==> config.mk <==
export PLATFORM = sky130hd
export DESIGN_NAME = bp_predictor
export DESIGN_NICKNAME = d
export VERILOG_FILES = /design/src/rtl/bp_pkg.sv /design/src/rtl/bp_entry.sv /design/src/rtl/bp_resolve.sv /design/src/rtl/bp_predictor.sv
export SDC_FILE = /design/constraint.sdc
export NUM_CORES = 1
export LEC_CHECK = 0
export ABC_AREA = 1
export BUFFER_PORTS_ARGS = -buffer_cell sky130_fd_sc_hd__buf_4
export CORE_UTILIZATION = 25
export CTS_CLUSTER_DIAMETER = 100
export CTS_CLUSTER_SIZE = 14
export DETAILED_ROUTE_END_ITERATION = 6
export PLACE_DENSITY_LB_ADDON = 0.25
export SLEW_MARGIN = 40
export SYNTH_ARGS = -nofsm -noshare
export SYNTH_HDL_FRONTEND = slang
export SYNTH_HIERARCHICAL = 1
export SYNTH_SLANG_ARGS = --single-unit
==> constraint.sdc <==
create_clock -name clk_i -period 1.25 [get_ports clk_i]
set_clock_uncertainty 0.1 [all_clocks]
set_input_delay 0.0625 -clock clk_i [delete_from_list [all_inputs] [get_ports clk_i]]
set_output_delay 0.0625 -clock clk_i [all_outputs]
set_load 0.01 [all_outputs]
==> src/rtl/bp_pkg.sv <==
package bp_pkg;
  typedef enum logic [1:0] {
    CTR_SNT = 2'b00,
    CTR_WNT = 2'b01,
    CTR_WT  = 2'b10,
    CTR_ST  = 2'b11
  } ctr_e;

  function automatic ctr_e ctr_step(ctr_e c, logic taken);
    if (taken) return (c == CTR_ST) ? CTR_ST : ctr_e'(c + 2'd1);
    else       return (c == CTR_SNT) ? CTR_SNT : ctr_e'(c - 2'd1);
  endfunction
endpackage

==> src/rtl/bp_entry.sv <==
module bp_entry #(
  parameter int unsigned PC_W = 32
) (
  input  logic            clk_i,
  input  logic            rst_ni,
  input  logic            upd_i,
  input  logic            taken_i,
  input  logic [PC_W-1:0] target_i,
  output logic            pred_o,
  output logic [PC_W-1:0] target_o
);
  import bp_pkg::*;

  ctr_e            ctr_q;
  logic [PC_W-1:0] tgt_q;

  always_ff @(posedge clk_i or negedge rst_ni) begin
    if (!rst_ni) begin
      ctr_q <= CTR_WNT;
      tgt_q <= '0;
    end else if (upd_i) begin
      ctr_q <= ctr_step(ctr_q, taken_i);
      if (taken_i) tgt_q <= target_i;
    end
  end

  assign pred_o   = ctr_q[1];
  assign target_o = tgt_q;
endmodule

==> src/rtl/bp_resolve.sv <==
module bp_resolve #(
  parameter int unsigned PC_W = 32
) (
  input  logic            valid_i,
  input  logic [PC_W-1:0] pc_i,
  input  logic            pred_taken_i,
  input  logic            taken_i,
  input  logic [PC_W-1:0] target_i,
  output logic            mispred_o,
  output logic [PC_W-1:0] fix_pc_o
);
  assign mispred_o = valid_i && (pred_taken_i != taken_i);
  assign fix_pc_o  = taken_i ? target_i : pc_i + PC_W'(4);
endmodule

==> src/rtl/bp_predictor.sv <==
module bp_predictor #(
  parameter int unsigned PC_W    = 32,
  parameter int unsigned IDX_W   = 4,
  parameter int unsigned IDX_LSB = 2
) (
  input  logic            clk_i,
  input  logic            rst_ni,
  input  logic [PC_W-1:0] fetch_pc_i,
  output logic            pred_taken_o,
  output logic [PC_W-1:0] pred_target_o,
  input  logic            ex_valid_i,
  input  logic [PC_W-1:0] ex_pc_i,
  input  logic            ex_pred_taken_i,
  input  logic            ex_taken_i,
  input  logic [PC_W-1:0] ex_target_i,
  output logic            redirect_o,
  output logic [PC_W-1:0] redirect_pc_o,
  output logic            flush_dec_o,
  output logic            flush_ex_o
);
  localparam int unsigned ENTRIES = 1 << IDX_W;
  localparam int unsigned IDX_MSB = IDX_LSB + IDX_W - 1;

  logic [IDX_W-1:0] rd_idx, wr_idx;
  logic [ENTRIES-1:0] pred_vec;
  logic [PC_W-1:0] tgt_vec [ENTRIES];

  assign rd_idx = fetch_pc_i[IDX_MSB:IDX_LSB];
  assign wr_idx = ex_pc_i[IDX_MSB:IDX_LSB];

  logic unused_fetch_bits;
  assign unused_fetch_bits = ^{fetch_pc_i[PC_W-1:IDX_MSB+1], fetch_pc_i[IDX_LSB-1:0]};

  for (genvar g = 0; g < ENTRIES; g++) begin : g_ent
    bp_entry #(.PC_W(PC_W)) u_ent (
      .clk_i    (clk_i),
      .rst_ni   (rst_ni),
      .upd_i    (ex_valid_i && (wr_idx == IDX_W'(g))),
      .taken_i  (ex_taken_i),
      .target_i (ex_target_i),
      .pred_o   (pred_vec[g]),
      .target_o (tgt_vec[g])
    );
  end

  // entries update at the edge, so a same-cycle read sees the old value
  assign pred_taken_o  = pred_vec[rd_idx];
  assign pred_target_o = tgt_vec[rd_idx];

  logic mispred;
  bp_resolve #(.PC_W(PC_W)) u_res (
    .valid_i      (ex_valid_i),
    .pc_i         (ex_pc_i),
    .pred_taken_i (ex_pred_taken_i),
    .taken_i      (ex_taken_i),
    .target_i     (ex_target_i),
    .mispred_o    (mispred),
    .fix_pc_o     (redirect_pc_o)
  );

  assign redirect_o  = mispred;
  assign flush_dec_o = mispred;
  assign flush_ex_o  = mispred;
endmodule

==> reports/metrics.csv, run 1 <==
metric,value,unit
cts_buffers,44,
dp.cells,6166,
slowest_delay,0.38,ns
worstSkewPairLatency,0.61,ns
worstPathCellList,inv_1 -> nand2_1 -> nand3_1 -> nand3_2 -> nand3_4 -> nand2_4 -> buf_6,
wl,125300,microns
boundaryPins,169,
cts.sinks,544,
max_freq,550.6,MHz
clockRootBuffer,clkbuf_16,
synthesis.area,29820,sq um
final_common_cell,nand2_1,
avgSynthCellArea,6.870,sq um
grt_usage,0.2049,
rows,126,
slowest_stage,dfrtp_1,
drc_errors,0,
cts.path.max_buffers,3,
antenna_left,0,
clk_pin_slew,0.07,ns
slew_headroom,0.4610,
grt_overflow,0,
die_h,347.4,microns
ys_ff_latch,544,
grt_max_degree,82,
syn_to_final_growth,33.01,%
cp_max_fo,2,
dp_hpwl,83210,microns
whs,0.0009194,ns
utilization,0.3359,
crit_required,1.09,ns
layout_common_cells,"2230 x nand2_1, 528 x dfrtp_1, 454 x inv_1",
synth_cell_types,30,
antenna_found_initial,7,
cp-end-kind,primary output,
hold_path_class,in -> reg,
setup_tns,-17.85,ns
setup_ws,-0.5661,ns
tightest_slew,0.8059,ns
vias,28610,
postLayoutCellArea,39660,sq um
grt_pass1_vias,27600,
critPathArrivalTime,1.65,ns
maxSlewViolCount,0,
setup_violations,60,
drtIter0Drc,2240,
drive_gt1_frac,0.2482,
path_class,reg -> out,
h-tree-depth,2,
routedWlPerCell,19.69,microns
dieArea,120700,sq um
rsz0062_at_grt,yes,
total_power,48.77,mW
finalHoldViolations,0,
synth_flop_cell,dfrtp_1,
ys_async_sr_fraction,1.000,
synthCells,4341,
violations,negative setup slack,
fp.coreArea,118100,sq um
initial_core_util,0.2525,
vdd_drop_max,0.9794,mV
status,finished with violations,
fillers,12580,
power_leakage,21.43,nW
die_x,347.4,microns
synth_fp_nets,4443,
via_per_inst,4.494,
drv_cap,0,
tritoncts,built,
synth-edff-count,0,
period_share,1.453,
cellPowerDensity,1230,nW/um^2
place_area,35510,sq um
first_pass_iters,6,
ys_seq_area_frac,0.4572,
gp_congestion,0.8511,
finalNonFillerCells,6366,
port_buffers,140,
finalCriticalPeriod,1.816,ns
place_ws,-0.3955,ns
nNetsFinal,4918,
critPathLaunchType,register,
ys_warn_count,6,
grt_pass1_wl,184800,microns
metal layers:
| metal | vias to the layer above | wire length [microns] | GRT usage |
|---|---|---|---|
| met5 | - | 11 | 0 |
| met4 | 2 | 3909 | 0.05165 |
| met3 | 158 | 6526 | 0.02239 |
| met2 | 743 | 59590 | 0.3481 |
| met1 | 13860 | 55300 | 0.2761 |
| li1 | 13850 | - | - |
where the power goes:
part | internal, mW | switching [mW]
logic | 5.56 | 7.02
clock network | 6.54 | 6.84
registers | 21.0 | 1.82
cells by family after synthesis:
family / count (synthesis) / synth area share
flip-flops: 544 / 0.4572
XOR/XNOR: 3 / 0.0008813
adder cells (fa/ha/maj): 1 / 0.0004195
AO/OA/AOI/OAI: 16 / 0.002727
buffers and inverters: 705 / 0.1139
AND/OR/NAND/NOR: 3072 / 0.4249
Yosys cell counts (3+ instances only):
cell / instances / area share
a21oi_1: 5 / 0.00084
and2_1: 3 / 0.00063
buf_1: 13 / 0.0016
buf_12: 16 / 0.011
buf_2: 123 / 0.021
buf_4: 13 / 0.0033
buf_6: 33 / 0.012
clkbuf_1: 16 / 0.0020
dfrtp_1: 528 / 0.44
dfstp_2: 16 / 0.014
inv_1: 469 / 0.059
inv_2: 6 / 0.00076
inv_4: 16 / 0.0034
nand2_1: 2306 / 0.29
nand2_2: 180 / 0.038
nand3_1: 429 / 0.072
nor2_1: 133 / 0.017
nor2_2: 4 / 0.00084
nor2_4: 6 / 0.0023
nor2_8: 3 / 0.0020
o21ai_0: 7 / 0.0012
o21ai_1: 3 / 0.00050
xor2_1: 3 / 0.00088
what timing repair did:
| item | in CTS | in global routing |
|---|---|---|
| setup endpoints to repair | 62 | 80 |
| gates resized for setup | 247 | 193 |
| pin swaps | 167 | 159 |
| hold buffers | 45 | 8 |
| endpoints found under the hold margin | 1084 | 57 |
| cloned | 0 | 1 |
| setup buffers | 28 | 71 |
worst paths after layout:
check	from	endpoint	slack, ns	cells past startpoint
min in group asynchronous	rst_ni	g_ent[12].u_ent/target_o[21]	0.04	3
min reg2reg	g_ent[4].u_ent/ctr_q[0]	g_ent[4].u_ent/ctr_q[0]	0.38	2
min	ex_target_i[31]	g_ent[3].u_ent/target_o[31]	0.0009	4
max	g_ent[3].u_ent/target_o[26]	pred_target_o[26]	-0.57	7
max in group asynchronous	rst_ni	g_ent[12].u_ent/target_o[28]	0.17	3
max reg2reg	g_ent[5].u_ent/ctr_q[1]	g_ent[5].u_ent/ctr_q[1]	0.16	6
registers in the layout, indices dropped and copies added (netlist names):
signal	count
g_ent.u_ent/target_o	512
g_ent.u_ent/ctr_q	32
final cells by class:
class                           instances  area (sq um)  area share
Inverter                              491          1901     0.04792
Sequential cell                       544         13630      0.3437
Timing Repair Buffer                  643          6664      0.1680
Antenna cell                            4         10.01   0.0002524
Clock buffer                           54          1170     0.02949
Tap cell                             1536          1922     0.04845
Clock inverter                          2         17.52   0.0004416
Multi-Input combinational cell       3092         14350      0.3617
critical path: cells and delay by family (launching register included):
| family | cells | cell delay (ns) |
|---|---|---|
| and+or+nand+nor | 5 | 0.46 |
| buffers and inverters | 2 | 0.20 |
| DFF | 1 | 0.38 |
Power figures use the tool's default switching activity.
==> run 2, diff against run 1 <==
--- a/config.mk
+++ b/config.mk
@@ -11,6 +11,7 @@
 export CTS_CLUSTER_DIAMETER = 100
 export CTS_CLUSTER_SIZE = 14
 export DETAILED_ROUTE_END_ITERATION = 6
+export MAX_ROUTING_LAYER = met4
 export PLACE_DENSITY_LB_ADDON = 0.25
 export SLEW_MARGIN = 40
 export SYNTH_ARGS = -nofsm -noshare
==> constraint.sdc (replaced) <==
create_clock -name clk_i -period 1.5 [get_ports clk_i]
set_clock_uncertainty 0.1 [all_clocks]
set_input_delay 0.075 -clock clk_i [delete_from_list [all_inputs] [get_ports clk_i]]
set_output_delay 0.075 -clock clk_i [all_outputs]
set_load 0.01 [all_outputs]
==> reports/metrics.csv, run 2 (same netlist as run 1, synthesis figures left out) <==
metric,value,unit,change
status,finished with violations,,
violations,"negative hold slack, negative setup slack",,
reg2reg_slack,0.06,ns,-0.10 ns
vdd_drop_max,0.7521,mV,-23%
hp-start,ex_target_i[27],,
antenna_found_initial,7,,unchanged
rsz0062_at_grt,yes,,
worstReg2RegEnd,g_ent[15].u_ent/ctr_q[0],,
grt_pass1_wl,182400,microns,-1.3%
rows,126,,unchanged
h-tree-depth,2,,unchanged
vias,28260,,-1.2%
clockRootBuffer,clkbuf_16,,
finalHoldViolations,7,,+7
initial_core_util,0.2525,,unchanged
hold_depth,4,,unchanged
die_x,347.4,microns,unchanged
cp-end-kind,primary output,,
grt_usage,0.2076,,+0.002649
final_common_cell,nand2_1,,
path_class,reg -> out,,
holdPathEnd,g_ent[1].u_ent/target_o[27],,
cts.path.max_buffers,3,,unchanged
antenna_left,0,,unchanged
worstSkewPairLatency,0.62,ns,about the same
layout_common_cells,"2251 x nand2_1, 528 x dfrtp_1, 461 x inv_1",,
via_per_inst,4.518,,+0.53%
critPathArrivalTime,1.65,ns,about the same
clk_pin_slew,0.07,ns,about the same
postLayoutCellArea,38480,sq um,-3.0%
total_power,40.31,mW,-17%
crit_required,1.32,ns,+0.23 ns
fp.coreArea,118100,sq um,unchanged
cellPowerDensity,1048,nW/um^2,-15%
setup_ws,-0.3272,ns,+0.2389 ns
whs,-0.04120,ns,-0.04212 ns
port_buffers,140,,unchanged
grt_max_degree,83,,+1.2%
setup_violations,33,,-45%
critPathLaunchType,register,,
gp_congestion,0.8518,,about the same
routedWlPerCell,19.68,microns,about the same
slew_headroom,0.4370,,-0.02398
finalNonFillerCells,6255,,-1.7%
utilization,0.3258,,-0.01007
drv_cap,0,,unchanged
max_freq,547.3,MHz,
drive_gt1_frac,0.2151,,-0.03318
die_h,347.4,microns,unchanged
syn_to_final_growth,29.02,%,
maxSlewViolCount,0,,unchanged
hold_path_class,in -> reg,,
dp_hpwl,81800,microns,-1.7%
drc_errors,0,,unchanged
dieArea,120700,sq um,unchanged
r2r-start,g_ent[15].u_ent/ctr_q[1],,
cts_buffers,45,,+2.3%
place_area,34690,sq um,-2.3%
drtIter0Drc,2338,,+4.4%
boundaryPins,169,,unchanged
nNetsFinal,4806,,-2.3%
period_share,1.218,,
power_leakage,20.80,nW,-2.9%
largest_reg_flops,512,,unchanged
tightest_slew,0.8418,ns,+0.03585 ns
cts.sinks,544,,unchanged
cp_max_fo,2,,unchanged
first_pass_iters,5,,-1
finalCriticalPeriod,1.827,ns,
wl,123100,microns,-1.8%
dp.cells,6057,,-1.8%
grt_pass1_vias,27030,,-2.1%
grt_overflow,0,,unchanged
tritoncts,built,,
ff2ff_path_depth,6,,unchanged
## run 2: report_power, final
part	internal, mW	total, mW	leakage (nW)	switching (mW)
logic	4.12	9.79	13.2	5.67
clock network	5.67	11.5	0.608	5.86
registers	17.5	19.0	7.01	1.50
total	27.3	40.3	20.8	13.0
## run 2: worst max path at each step
stage	start	end	slack (ns)
finish	g_ent[1].u_ent/target_o[17]	pred_target_o[17]	-0.33
global route	g_ent[5].u_ent/target_o[8]	pred_target_o[8]	-0.41
CTS	g_ent[10].u_ent/target_o[16]	pred_target_o[16]	-0.36
detailed placement	fetch_pc_i[2]	pred_taken_o	-0.22
global placement	fetch_pc_i[2]	pred_taken_o	-0.22
floorplan	ex_pc_i[3]	g_ent[10].u_ent/target_o[0]	0.27
## run 2: final cells by class
| type | count | area (sq um) |
|---|---|---|
| multi-input cells | 3092 | 14020 |
| clock buffers | 55 | 1216 |
| repair buffers | 530 | 5753 |
| fillers | 12630 | 79610 |
| flip-flops and latches | 544 | 13630 |
| well taps | 1536 | 1922 |
| diodes | 4 | 10.01 |
| inverters | 491 | 1896 |
| clock inverters | 3 | 26.28 |
## run 2: timing repair
action / 4_1_cts / 5_1_grt
hold buffers: 48 / 4
pin swaps: 127 / 128
setup buffers: 32 / 57
endpoints found under the setup margin: 42 / 142
resized for setup: 175 / 159
hold endpoints to repair: 1088 / 16
## run 2: metrics by stage
step	setup WS [ns]	setup TNS, ns	hold WS, ns
2_1_floorplan	0.2726	0	-0.3206
3_3_place_gp	-0.2228	-8.981	-0.1287
3_5_place_dp	-0.2151	-11.28	-0.1318
4_1_cts	-0.3648	-10.95	-0.002045
5_1_grt	-0.4058	-12.21	0.0005622
6_report	-0.3272	-9.177	-0.04120
## run 2: routing by layer
metal  up-vias  GRT usage  wire, microns  part of all wire
li1      13610          -              -                 -
met1     13710     0.2748          55410              0.45
met2       753     0.3398          58170              0.47
met3       185    0.02014           5878             0.048
met4         0    0.05129           3651             0.030
met5         -          -              0                 0
## run 2: critical path, cell delays in order, from the launching register on
cell and delay, ns:
dfrtp_1 0.39, inv_1 0.06, nand2_1 0.06, nand3_1 0.09, nand3_1 0.09, nand3_2 0.10, nand2_4 0.11, buf_6 0.15
